--- src/rtl/nibble_rtc_pkg.sv ---
package nibble_rtc_pkg;

  localparam int NIB_W  = 4;
  localparam int ADDR_W = 4;
  localparam int PAIR_W = 8;

  typedef logic [NIB_W-1:0] nib_t;

  typedef enum logic [ADDR_W-1:0] {
    A_SEC_U = 4'h0, A_SEC_T = 4'h1,
    A_MIN_U = 4'h2, A_MIN_T = 4'h3,
    A_HR_U  = 4'h4, A_HR_T  = 4'h5,
    A_DAY_U = 4'h6, A_DAY_T = 4'h7,
    A_MON_U = 4'h8, A_MON_T = 4'h9,
    A_YR_U  = 4'hA, A_YR_T  = 4'hB,
    A_WDAY  = 4'hC,
    A_CTL_D = 4'hD, A_CTL_E = 4'hE, A_CTL_F = 4'hF
  } reg_addr_e;

  typedef struct packed {
    nib_t sec_u;
    nib_t sec_t;
    nib_t min_u;
    nib_t min_t;
    nib_t hr_u;
    nib_t hr_t;
    nib_t day_u;
    nib_t day_t;
    nib_t mon_u;
    nib_t mon_t;
    nib_t yr_u;
    nib_t yr_t;
    nib_t wday;
    logic cent;
  } rtc_time_t;

  localparam rtc_time_t TIME_RST = '{
    sec_u: 4'd0, sec_t: 4'd0, min_u: 4'd0, min_t: 4'd0,
    hr_u:  4'd0, hr_t:  4'd0, day_u: 4'd1, day_t: 4'd0,
    mon_u: 4'd1, mon_t: 4'd0, yr_u:  4'd0, yr_t:  4'd0,
    wday:  4'd0, cent:  1'b0
  };

  localparam nib_t CTL_D_RST  = 4'h1;
  localparam nib_t CTL_E_RST  = 4'h0;
  localparam nib_t CTL_F_RST  = 4'h4;
  localparam nib_t CTL_D_KEEP = 4'h9;
  localparam int   FMT_BIT    = 2;
  localparam nib_t PM_FLAG    = 4'h4;

  localparam logic [PAIR_W-1:0] SEC_LAST  = 8'd59;
  localparam logic [PAIR_W-1:0] MIN_LAST  = 8'd59;
  localparam logic [PAIR_W-1:0] HR_LAST   = 8'd23;
  localparam logic [PAIR_W-1:0] MON_LAST  = 8'd12;
  localparam logic [PAIR_W-1:0] YR_LAST   = 8'd99;
  localparam nib_t                WDAY_LAST = 4'd6;

  // Binary value of a tens/units digit pair.
  function automatic logic [PAIR_W-1:0] pair_val(nib_t t, nib_t u);
    logic [PAIR_W-1:0] tw;
    tw = {{(PAIR_W-NIB_W){1'b0}}, t};
    return (tw << 3) + (tw << 1) + {{(PAIR_W-NIB_W){1'b0}}, u};
  endfunction

  // Decimal increment of a digit pair, returned as {tens, units}.
  function automatic logic [2*NIB_W-1:0] pair_inc(nib_t t, nib_t u);
    if (u >= 4'd9) return {t + 4'd1, 4'd0};
    else           return {t, u + 4'd1};
  endfunction

endpackage

--- src/rtl/nibble_rtc_month_len.sv ---
module nibble_rtc_month_len
  import nibble_rtc_pkg::*;
(
  input  nib_t              mon_u_i,
  input  nib_t              mon_t_i,
  input  nib_t              yr_u_i,
  input  nib_t              yr_t_i,
  output logic [PAIR_W-1:0] last_day_o
);

  logic [PAIR_W-1:0] month_b;
  logic [PAIR_W-1:0] year_b;
  logic              leap;

  always_comb begin
    month_b = pair_val(mon_t_i, mon_u_i);
    year_b  = pair_val(yr_t_i, yr_u_i);
    leap    = ((year_b % 8'd4) == 8'd0);
    case (month_b)
      8'd2:                     last_day_o = leap ? 8'd29 : 8'd28;
      8'd4, 8'd6, 8'd9, 8'd11:  last_day_o = 8'd30;
      default:                  last_day_o = 8'd31;
    endcase
  end

endmodule

--- src/rtl/nibble_rtc_core.sv ---
module nibble_rtc_core
  import nibble_rtc_pkg::*;
(
  input  logic              clk_i,
  input  logic              rst_ni,
  input  logic              tick_i,
  input  logic              wr_i,
  input  logic [ADDR_W-1:0] addr_i,
  input  nib_t              wdata_i,
  input  logic [PAIR_W-1:0] last_day_i,
  output rtc_time_t         time_o
);

  rtc_time_t cur_q;
  rtc_time_t nxt;
  logic      load_en;

  logic sec_end, min_end, hr_end, day_end, mon_end, yr_end;

  always_comb begin
    sec_end = pair_val(cur_q.sec_t, cur_q.sec_u) >= SEC_LAST;
    min_end = pair_val(cur_q.min_t, cur_q.min_u) >= MIN_LAST;
    hr_end  = pair_val(cur_q.hr_t,  cur_q.hr_u)  >= HR_LAST;
    day_end = pair_val(cur_q.day_t, cur_q.day_u) >= last_day_i;
    mon_end = pair_val(cur_q.mon_t, cur_q.mon_u) >= MON_LAST;
    yr_end  = pair_val(cur_q.yr_t,  cur_q.yr_u)  >= YR_LAST;
  end

  // Next state: carry chain first, then the addressed digit write on top.
  always_comb begin
    nxt = cur_q;
    if (tick_i) begin
      if (!sec_end) begin
        {nxt.sec_t, nxt.sec_u} = pair_inc(cur_q.sec_t, cur_q.sec_u);
      end else begin
        {nxt.sec_t, nxt.sec_u} = '0;
        if (!min_end) begin
          {nxt.min_t, nxt.min_u} = pair_inc(cur_q.min_t, cur_q.min_u);
        end else begin
          {nxt.min_t, nxt.min_u} = '0;
          if (!hr_end) begin
            {nxt.hr_t, nxt.hr_u} = pair_inc(cur_q.hr_t, cur_q.hr_u);
          end else begin
            {nxt.hr_t, nxt.hr_u} = '0;
            nxt.wday = (cur_q.wday >= WDAY_LAST) ? 4'd0 : cur_q.wday + 4'd1;
            if (!day_end) begin
              {nxt.day_t, nxt.day_u} = pair_inc(cur_q.day_t, cur_q.day_u);
            end else begin
              nxt.day_t = 4'd0;
              nxt.day_u = 4'd1;
              if (!mon_end) begin
                {nxt.mon_t, nxt.mon_u} = pair_inc(cur_q.mon_t, cur_q.mon_u);
              end else begin
                nxt.mon_t = 4'd0;
                nxt.mon_u = 4'd1;
                if (!yr_end) begin
                  {nxt.yr_t, nxt.yr_u} = pair_inc(cur_q.yr_t, cur_q.yr_u);
                end else begin
                  {nxt.yr_t, nxt.yr_u} = '0;
                  nxt.cent = ~cur_q.cent;
                end
              end
            end
          end
        end
      end
    end
    if (wr_i) begin
      case (addr_i)
        A_SEC_U: nxt.sec_u = wdata_i;
        A_SEC_T: nxt.sec_t = wdata_i;
        A_MIN_U: nxt.min_u = wdata_i;
        A_MIN_T: nxt.min_t = wdata_i;
        A_HR_U:  nxt.hr_u  = wdata_i;
        A_HR_T:  nxt.hr_t  = wdata_i;
        A_DAY_U: nxt.day_u = wdata_i;
        A_DAY_T: nxt.day_t = wdata_i;
        A_MON_U: nxt.mon_u = wdata_i;
        A_MON_T: nxt.mon_t = wdata_i;
        A_YR_U:  nxt.yr_u  = wdata_i;
        A_YR_T:  nxt.yr_t  = wdata_i;
        A_WDAY:  nxt.wday  = wdata_i;
        default: ;
      endcase
    end
  end

  assign load_en = tick_i | wr_i;

  always_ff @(posedge clk_i or negedge rst_ni) begin
    if (!rst_ni) begin
      cur_q <= TIME_RST;
    end else if (load_en) begin
      cur_q <= nxt;
    end
  end

  assign time_o = cur_q;

endmodule

--- src/rtl/nibble_rtc_ctrl.sv ---
module nibble_rtc_ctrl
  import nibble_rtc_pkg::*;
(
  input  logic              clk_i,
  input  logic              rst_ni,
  input  logic              wr_i,
  input  logic [ADDR_W-1:0] addr_i,
  input  nib_t              wdata_i,
  output nib_t              ctl_d_o,
  output nib_t              ctl_e_o,
  output nib_t              ctl_f_o
);

  nib_t ctl_d_q, ctl_e_q, ctl_f_q;
  nib_t ctl_d_n, ctl_e_n, ctl_f_n;
  logic ctl_en;

  always_comb begin
    ctl_d_n = ctl_d_q;
    ctl_e_n = ctl_e_q;
    ctl_f_n = ctl_f_q;
    ctl_en  = 1'b0;
    if (wr_i) begin
      case (addr_i)
        A_CTL_D: begin ctl_d_n = wdata_i & CTL_D_KEEP; ctl_en = 1'b1; end
        A_CTL_E: begin ctl_e_n = wdata_i;              ctl_en = 1'b1; end
        A_CTL_F: begin ctl_f_n = wdata_i;              ctl_en = 1'b1; end
        default: ;
      endcase
    end
  end

  always_ff @(posedge clk_i or negedge rst_ni) begin
    if (!rst_ni) begin
      ctl_d_q <= CTL_D_RST;
      ctl_e_q <= CTL_E_RST;
      ctl_f_q <= CTL_F_RST;
    end else if (ctl_en) begin
      ctl_d_q <= ctl_d_n;
      ctl_e_q <= ctl_e_n;
      ctl_f_q <= ctl_f_n;
    end
  end

  assign ctl_d_o = ctl_d_q;
  assign ctl_e_o = ctl_e_q;
  assign ctl_f_o = ctl_f_q;

endmodule

--- src/rtl/nibble_rtc_rdmux.sv ---
module nibble_rtc_rdmux
  import nibble_rtc_pkg::*;
#(
  parameter bit YEAR_FOLD = 1'b1
) (
  input  logic              rd_i,
  input  logic [ADDR_W-1:0] addr_i,
  input  rtc_time_t         time_i,
  input  nib_t              ctl_d_i,
  input  nib_t              ctl_e_i,
  input  nib_t              ctl_f_i,
  output nib_t              rdata_o
);

  logic [PAIR_W-1:0] hr_b;
  logic [PAIR_W-1:0] h12_b;
  logic              pm;
  nib_t              hr_u_v, hr_t_v, yr_t_v;
  nib_t              sel;

  // 12-hour view is derived on the read path; storage stays 24-hour.
  always_comb begin
    hr_b  = pair_val(time_i.hr_t, time_i.hr_u);
    pm    = hr_b >= 8'd12;
    h12_b = pm ? hr_b - 8'd12 : hr_b;
    if (ctl_f_i[FMT_BIT]) begin
      hr_u_v = time_i.hr_u;
      hr_t_v = time_i.hr_t;
    end else if (h12_b >= 8'd10) begin
      hr_u_v = NIB_W'(h12_b - 8'd10);
      hr_t_v = 4'd1 | (pm ? PM_FLAG : 4'd0);
    end else begin
      hr_u_v = NIB_W'(h12_b);
      hr_t_v = pm ? PM_FLAG : 4'd0;
    end
    yr_t_v = (YEAR_FOLD || !time_i.cent) ? time_i.yr_t : time_i.yr_t + 4'd10;
  end

  always_comb begin
    case (addr_i)
      A_SEC_U: sel = time_i.sec_u;
      A_SEC_T: sel = time_i.sec_t;
      A_MIN_U: sel = time_i.min_u;
      A_MIN_T: sel = time_i.min_t;
      A_HR_U:  sel = hr_u_v;
      A_HR_T:  sel = hr_t_v;
      A_DAY_U: sel = time_i.day_u;
      A_DAY_T: sel = time_i.day_t;
      A_MON_U: sel = time_i.mon_u;
      A_MON_T: sel = time_i.mon_t;
      A_YR_U:  sel = time_i.yr_u;
      A_YR_T:  sel = yr_t_v;
      A_WDAY:  sel = time_i.wday;
      A_CTL_D: sel = ctl_d_i;
      A_CTL_E: sel = ctl_e_i;
      default: sel = ctl_f_i;
    endcase
    rdata_o = rd_i ? sel : '0;
  end

endmodule

--- src/rtl/nibble_rtc.sv ---
module nibble_rtc
  import nibble_rtc_pkg::*;
#(
  parameter int SYNC_STAGES = 2,
  parameter bit YEAR_FOLD   = 1'b1
) (
  input  logic              clk_i,
  input  logic              rst_ni,
  input  logic              tick_i,
  input  logic              wr_i,
  input  logic              rd_i,
  input  logic [ADDR_W-1:0] addr_i,
  input  logic [NIB_W-1:0]  wdata_i,
  output logic [NIB_W-1:0]  rdata_o
);

  logic [SYNC_STAGES-1:0] rst_sync_q;
  logic                   rst_sync_n;
  rtc_time_t              time_q;
  logic [PAIR_W-1:0]      last_day;
  nib_t                   ctl_d_q, ctl_e_q, ctl_f_q;

  // Reset asserts at once and releases after SYNC_STAGES clock edges.
  always_ff @(posedge clk_i or negedge rst_ni) begin
    if (!rst_ni) rst_sync_q <= '0;
    else         rst_sync_q <= {rst_sync_q[SYNC_STAGES-2:0], 1'b1};
  end
  assign rst_sync_n = rst_sync_q[SYNC_STAGES-1];

  nibble_rtc_month_len u_mlen (
    .mon_u_i    (time_q.mon_u),
    .mon_t_i    (time_q.mon_t),
    .yr_u_i     (time_q.yr_u),
    .yr_t_i     (time_q.yr_t),
    .last_day_o (last_day)
  );

  nibble_rtc_core u_core (
    .clk_i      (clk_i),
    .rst_ni     (rst_sync_n),
    .tick_i     (tick_i),
    .wr_i       (wr_i),
    .addr_i     (addr_i),
    .wdata_i    (wdata_i),
    .last_day_i (last_day),
    .time_o     (time_q)
  );

  nibble_rtc_ctrl u_ctrl (
    .clk_i   (clk_i),
    .rst_ni  (rst_sync_n),
    .wr_i    (wr_i),
    .addr_i  (addr_i),
    .wdata_i (wdata_i),
    .ctl_d_o (ctl_d_q),
    .ctl_e_o (ctl_e_q),
    .ctl_f_o (ctl_f_q)
  );

  nibble_rtc_rdmux #(.YEAR_FOLD(YEAR_FOLD)) u_rdmux (
    .rd_i    (rd_i),
    .addr_i  (addr_i),
    .time_i  (time_q),
    .ctl_d_i (ctl_d_q),
    .ctl_e_i (ctl_e_q),
    .ctl_f_i (ctl_f_q),
    .rdata_o (rdata_o)
  );

endmodule

--- config.mk ---
export PLATFORM = sky130hd
export DESIGN_NAME = nibble_rtc
export DESIGN_NICKNAME = d
export VERILOG_FILES = /design/src/rtl/nibble_rtc_pkg.sv /design/src/rtl/nibble_rtc_month_len.sv /design/src/rtl/nibble_rtc_core.sv /design/src/rtl/nibble_rtc_ctrl.sv /design/src/rtl/nibble_rtc_rdmux.sv /design/src/rtl/nibble_rtc.sv
export SDC_FILE = /design/constraint.sdc
export NUM_CORES = 1
export LEC_CHECK = 0
export CAP_MARGIN = 20
export CORE_MARGIN = 8
export CORE_UTILIZATION = 40
export DETAILED_ROUTE_END_ITERATION = 8
export PLACE_DENSITY = 0.68
export SYNTH_ARGS = -nofsm -noshare
export SYNTH_HDL_FRONTEND = slang
export SYNTH_SLANG_ARGS = --single-unit
--- constraint.sdc ---
create_clock -name clk_i -period 4.2 [get_ports clk_i]
set_input_delay 1.05 -clock clk_i [delete_from_list [all_inputs] [get_ports clk_i]]
set_output_delay 1.05 -clock clk_i [all_outputs]
set_load 0.1 [all_outputs]
==> results of run 1 <==
==> layout make-up <==
type | instances | area (sq um) | area share
Clock buffer | 10 | 229 | 0.0291
Clock inverter | 6 | 70.1 | 0.00892
Sequential cell | 64 | 1610 | 0.205
Timing Repair Buffer | 105 | 881 | 0.112
Inverter | 53 | 199 | 0.0253
Multi-Input combinational cell | 615 | 4600 | 0.585
Tap cell | 216 | 270 | 0.0344
==> per-layer routing <==
| layer | track usage | part of all wire |
|---|---|---|
| met2 | 0.303 | 0.45 |
| met1 | 0.268 | 0.44 |
| met4 | 0.0741 | 0.022 |
| met3 | 0.0326 | 0.087 |
| met5 | 0 | 0 |
==> repair_timing <==
item,4_1_cts,5_1_grt
buffers inserted,2,0
setup endpoints to repair,4,5
resized for setup,5,16
pin swaps,10,3
==> Yosys cell counts, drive strengths merged, types with 4 or more instances <==
| master | instances |
|---|---|
| a22oi | 4 |
| o31ai | 12 |
| buf | 11 |
| a2111oi | 5 |
| a21o | 5 |
| nand3 | 33 |
| nand2b | 8 |
| and3 | 8 |
| a31oi | 21 |
| mux2 | 16 |
| a41oi | 5 |
| or2 | 7 |
| nor3 | 21 |
| nor2 | 75 |
| a31o | 5 |
| a211oi | 6 |
| o22ai | 10 |
| or4 | 7 |
| a32oi | 5 |
| o21a | 4 |
| nand2 | 66 |
| nor4 | 12 |
| ha | 72 |
| dfrtp | 60 |
| mux2i | 12 |
| o211ai | 11 |
| nand4 | 11 |
| a21oi | 39 |
| fa | 12 |
| nor2b | 10 |
| nor3b | 5 |
| a221oi | 4 |
| inv | 52 |
| o21ai | 49 |
| a211o | 5 |
| dfstp | 4 |
| clkbuf | 17 |
| xnor2 | 4 |
==> sequential cells by signal, summed over array words and instances, names as in the netlist <==
| register | cells |
|---|---|
| u_core.time_o | 52 |
| u_ctrl.ctl_d_o | 2 |
| u_ctrl.ctl_f_o | 4 |
| rst_sync_q | 2 |
| u_ctrl.ctl_e_o | 4 |
==> worst max-delay path, stage by stage (launching register included) <==
cell and delay (ps):
dfrtp_1 350, inv_2 50, fa_1 570, fa_1 450, or4b_4 580, a2111oi_4 220
or2_4 190, buf_4 110, o21ai_1 100, a211oi_4 280, o21ai_1 140, a21oi_4 170
buf_12 190
==> cells in the final DEF, fill, tap and decap left out, types with 5 or more instances in the layout <==
cell,netlist,routed
a211o_1,5,5
a21o_1,5,5
a21oi_1,39,37
a31o_2,5,5
a31oi_1,21,20
a32oi_1,5,5
a41oi_1,5,5
and3_1,8,7
buf_12,0,5
buf_4,0,88
clkbuf_16,0,9
clkdlybuf4s50_1,0,12
dfrtp_1,60,59
fa_1,12,12
ha_1,72,69
inv_1,52,49
mux2_2,16,16
mux2i_1,12,12
nand2_1,66,66
nand2b_1,8,8
nand3_1,33,31
nand4_1,11,11
nor2_1,75,74
nor2b_1,9,9
nor3_1,18,16
nor3b_1,5,5
nor4_1,11,9
o211ai_1,11,11
o21ai_0,48,45
o22ai_1,10,10
o31ai_1,12,12
or4_1,7,6
==> path summary, 6_finish.rpt <==
kind	endpoint	cells after the start
max	rdata_o[0]	12
min	rst_sync_q[1]$_DFF_PN0_	0
max reg2reg	u_core.time_o[12]$_DFFE_PN0P_	13
min reg2reg	rst_sync_q[1]$_DFF_PN0_	0
max in group asynchronous	u_core.time_o[32]$_DFFE_PN0P_	1
min in group asynchronous	u_core.time_o[28]$_DFFE_PN0P_	0
==> kinds of logic (layout without fill, tap and decap cells) <==
| logic type | Yosys count | in the layout | synth area share |
|---|---|---|---|
| fa+ha+maj | 84 | 84 | 0.181 |
| other cells | 1 | 1 | 0.000594 |
| mux | 28 | 28 | 0.0475 |
| compound gates | 219 | 219 | 0.237 |
| buf+inv | 81 | 174 | 0.0495 |
| flops | 64 | 64 | 0.254 |
| simple gates | 276 | 276 | 0.220 |
| xor+xnor | 7 | 7 | 0.00971 |
==> per-stage QoR <==
step                setup slack, ps  std cells  hold slack [ps]
detailed placement             -344       1051              350
CTS                            -651       1069              363
finish                         -600       1069              363
global route                   -767       1069              363
floorplan                      -507        760              331
global placement               -296       1051              336
==> results.tsv, run 1 <==
stage	metric	value	unit
setup_path	r2r_slack	230	ps
drt	first_pass_iters	6	
finish	num_antenna_cells	0	
logic_synthesis	synthFlopType	dfrtp_1	
die	dieArea	20100	sq um
setup_path	cp.required	3150	ps
timing	max_freq	0.208	GHz
clock_tree	cts.clk_slew.worst_paths	60	ps
clock_tree	htreeDepth	3	
logic_synthesis	yosys_warnings	0	
placed_design	placed_area	7440	sq um
clock_tree	cts-root-buf	clkbuf_16	
logic_synthesis	syn_area_per_cell	8.31	sq um
logic_synthesis	ys_types	78	
timing	final.min_clock_period	4800	ps
logic_synthesis	synth_top_area_cell	dfrtp_1	
drt	viasPerCell	5.93	
placed_design	io_buffers	16	
timing	tns	-2360	ps
die	die_y	142	microns
grt	grt.total_usage	0.196	
die	fp-row-count	46	
grt	grt_max_degree	43	
outcome	status	finished with violations	
timing	tightestPinTransition	955	ps
clock_tree	cts_tree	built	
clock_tree	cts_max_path_buffers	2	
setup_path	worstSetupStartpointType	flop	
logic_synthesis	synth_edf_count	0	
finish	final_core_util	0.502	
logic_synthesis	ys_seq_area_frac	0.254	
die	initial_utilization	0.404	
finish	n_fill_cell	1479	
grt	grt_pass1_vias	5942	
placed_design	hpwl	15000	microns
logic_synthesis	synthCells	760	
drt	drtIter0Drc	672	
grt	grt_antenna_before_repair	0	
placed_design	place_congestion	1.01	
clock_tree	cts-hold-fix-buffers	0	
setup_path	cp-startpoint	u_core.time_o[31]$_DFFE_PN0P_	
timing	finalHoldViolations	0	
logic_synthesis	syn-num-nets	857	
finish	nNetsFinal	945	
finish	area_growth	24.3	%
die	coreArea	15700	sq um
drt	wl_per_cell	18.2	microns
clock_tree	cts-buffers-inserted	9	
logic_synthesis	synthTopCellsByArea	dfrtp_1, ha_1, nor2_1	
drt	vias	6336	
drt	drc	0	
timing	post-route-period-util	1.14	
setup_path	critical_path.max_fanout	3	
timing	setup_slack	-600	ps
job	max_cap_violations	0	
clock_tree	clk_latency	340	ps
finish	fin_area	7860	sq um
logic_synthesis	yosys.area.top_type_share	0.238	
outcome	violations	negative setup slack	
logic_synthesis	synth.cell_area	6320	sq um
timing	relSlewSlack	0.363	
setup_path	crit_type	flop to output pin	
drt	routed_wirelength	19400	microns
timing	fin_skew	8.88	ps
grt	grt_overflow	0	
worst_hold_path	worstHoldPathType	flop to flop	
setup_path	cp-end-kind	output pin	
timing	rsz0062_at_grt	true	
finish	drive_gt1_frac	0.208	
setup_path	r2r-start	u_core.time_o[20]$_DFFE_PN0P_	
timing	setup_violations	4	
setup_path	worst-endpoint-arrival	3750	ps
logic_synthesis	async_flop_share	1.00	
drt	drt.antenna.violating_nets	0	
worst_hold_path	min-delay-start	rst_sync_q[0]$_DFF_PN0_	
die	io_pins	17	
grt	grt_first_pass_wirelength	31300	microns
die	dieWidth	142	microns
timing	slew_viol_final	0	
clock_tree	clock-sinks	64	
logic_synthesis	synth-seq-cells	64	
Power of run 1 is not shown: default switching activity piles up to over one toggle a cycle in this logic, so the estimate is an artifact.
==> run 2, diff against run 1 <==
--- a/config.mk
+++ b/config.mk
@@ -7,9 +7,9 @@
 export LEC_CHECK = 0
 export CAP_MARGIN = 20
 export CORE_MARGIN = 8
-export CORE_UTILIZATION = 40
+export CORE_UTILIZATION = 35
 export DETAILED_ROUTE_END_ITERATION = 8
-export PLACE_DENSITY = 0.68
+export PLACE_DENSITY = 0.62
 export SYNTH_ARGS = -nofsm -noshare
 export SYNTH_HDL_FRONTEND = slang
 export SYNTH_SLANG_ARGS = --single-unit
==> run 2 against run 1 <==
Effect of this change:
- the flow still finishes with violations (negative setup slack)
- maximum frequency barely moved
- global-route usage fell by 1.5 points
- hold slack got worse by 250 ps
- critical endpoint is now rdata_o[2]
- highest routed layer unchanged
==> results.tsv, run 2 (synthesis gave the netlist of run 1 again) <==
stage	metric	value	unit	change
grt	grt_overflow	0		unchanged
finish	nNetsFinal	950		+0.53%
setup_path	worst-endpoint-arrival	3750	ps	about the same
timing	final.min_clock_period	4800	ps	+2.21 ps
setup_path	r2r-start	u_core.time_o[15]$_DFFE_PN0P_		
timing	relSlewSlack	0.362		-0.00146
finish	final_cell_mix	buf_4, nor2_1, ha_1, nand2_1, dfrtp_1		
timing	slew_viol_final	0		unchanged
drt	drt.antenna.violating_nets	0		unchanged
clock_tree	cts_tree	built		
finish	fin_area	7920	sq um	+0.76%
grt	grt_antenna_before_repair	0		unchanged
clock_tree	cts_max_path_buffers	2		unchanged
die	io_pins	17		unchanged
setup_path	cp.required	3150	ps	about the same
outcome	violations	negative setup slack		
clock_tree	cts-root-buf	clkbuf_16		
drt	routed_wirelength	19600	microns	+0.79%
clock_tree	htreeDepth	3		unchanged
grt	grt.total_usage	0.181		-0.0151
placed_design	placed_area	7500	sq um	+0.82%
timing	post-route-period-util	1.14		about the same
finish	largest_register_ffs	52		unchanged
finish	final_common_cell	buf_4		
worst_hold_path	worstHoldPathType	flop to async pin		
job	max_cap_violations	0		unchanged
clock_tree	clock-sinks	64		unchanged
finish	area_growth	25.3	%	
clock_tree	clk_latency	350	ps	about the same
timing	tightestPinTransition	954	ps	-0.803 ps
drt	vias	6289		-0.74%
timing	max_freq	0.208	GHz	about the same
die	die_y	150	microns	+6.1%
placed_design	preCtsSetupSlack	-342	ps	+1.97 ps
timing	finalHoldViolations	0		unchanged
grt	grt_pass1_vias	6152		+3.5%
setup_path	critical_path.max_fanout	4		+1
grt	grt_max_degree	55		+28%
finish	drive_gt1_frac	0.213		+0.00578
placed_design	hpwl	15300	microns	+1.9%
die	fp-row-count	49		+6.5%
setup_path	worstSetupStartpointType	flop		
placed_design	io_buffers	16		unchanged
clock_tree	cts-buffers-inserted	9		unchanged
placed_design	place_congestion	0.935		-7.1%
timing	whs	110	ps	-253 ps
drt	drtIter0Drc	510		-24%
clock_tree	cts.clk_slew.worst_paths	50	ps	about the same
setup_path	cp-end-kind	output pin		
finish	final_core_util	0.444		-0.0581
grt	grt_first_pass_wirelength	32200	microns	+2.8%
setup_path	reg2regPathDepth	14		+1
die	initial_utilization	0.354		-0.0494
timing	fin_skew	10.1	ps	+1.23 ps
timing	setup_slack	-603	ps	-2.21 ps
timing	rsz0062_at_grt	true		
drt	viasPerCell	5.79		-2.4%
drt	wl_per_cell	18.0	microns	-0.88%
die	coreArea	17800	sq um	+14%
setup_path	cp-startpoint	u_core.time_o[31]$_DFFE_PN0P_		
die	dieWidth	150	microns	+6.1%
finish	num_antenna_cells	0		unchanged
clock_tree	cts-hold-fix-buffers	0		unchanged
outcome	status	finished with violations		
drt	first_pass_iters	5		-1
drt	drc	0		unchanged
die	dieArea	22600	sq um	+13%
setup_path	crit_type	flop to output pin		
timing	setup_violations	4		unchanged
==> run 2: cell count changes in the layout (fill, tap and decap cells not counted), sizes merged <==
cell and change:
buf +5, clkbuf +3, clkinvlp -2, clkinv -1
==> run 2: layer usage <==
layer / share of wire / track usage
met2: 0.46 / 0.287
met4: 0.012 / 0.0440
met5: 0 / 0
met1: 0.47 / 0.251
met3: 0.057 / 0.0277
==> run 2: critical path, cell delays in order (launching register included) <==
cell	delay (ps)
dfrtp_1	360
inv_2	50
fa_1	570
fa_1	440
or4b_4	570
a2111oi_4	220
nor2_1	160
a21oi_2	180
or2_1	140
buf_4	130
o211ai_1	140
a31oi_4	250
buf_12	200
==> run 2: layout make-up <==
cell class                      instances  area, sq um
Inverter                               53          199
Timing Repair Buffer                  110          922
Sequential cell                        64         1610
Fill cell                            1739         9930
Clock inverter                          3         42.5
Tap cell                              229          287
Clock buffer                           13          250
Multi-Input combinational cell        615         4610
==> run 2: final timing paths <==
path                                                  to  slack, ps
setup / recovery                              rdata_o[2]       -600
hold / removal              u_core.time_o[5]$_DFFE_PN0P_        110
setup reg to reg           u_core.time_o[15]$_DFFE_PN0P_        280
hold reg to reg             u_core.time_o[5]$_DFFE_PN0P_        110
max in group asynchronous  u_core.time_o[18]$_DFFE_PN0P_       3100
min in group clk_i               rst_sync_q[1]$_DFF_PN0_        360
==> run 2: timing repair <==
item / 4_1_cts / 5_1_grt
resized for setup: 4 / 21
endpoints found under the setup margin: 4 / 11
buffers inserted: 0 / 1
pin swaps: 4 / 7
==> run 2: through the flow <==
step	TNS, ps	std cells
2_1_floorplan	-1180	760
3_3_place_gp	-950	1070
3_5_place_dp	-1110	1070
4_1_cts	-2350	1086
5_1_grt	-2740	1087
6_report	-2240	1087
Power of run 2 is left out for the same reason.
==> run 3, diff against run 2 <==
--- a/config.mk
+++ b/config.mk
@@ -5,7 +5,7 @@
 export SDC_FILE = /design/constraint.sdc
 export NUM_CORES = 1
 export LEC_CHECK = 0
-export CAP_MARGIN = 20
+export CAP_MARGIN = 25
 export CORE_MARGIN = 8
 export CORE_UTILIZATION = 35
 export DETAILED_ROUTE_END_ITERATION = 8
==> results of run 3 <==
Final layout, timing and power as in run 2 (identical DEF).
Power of run 3 is left out for the same reason.
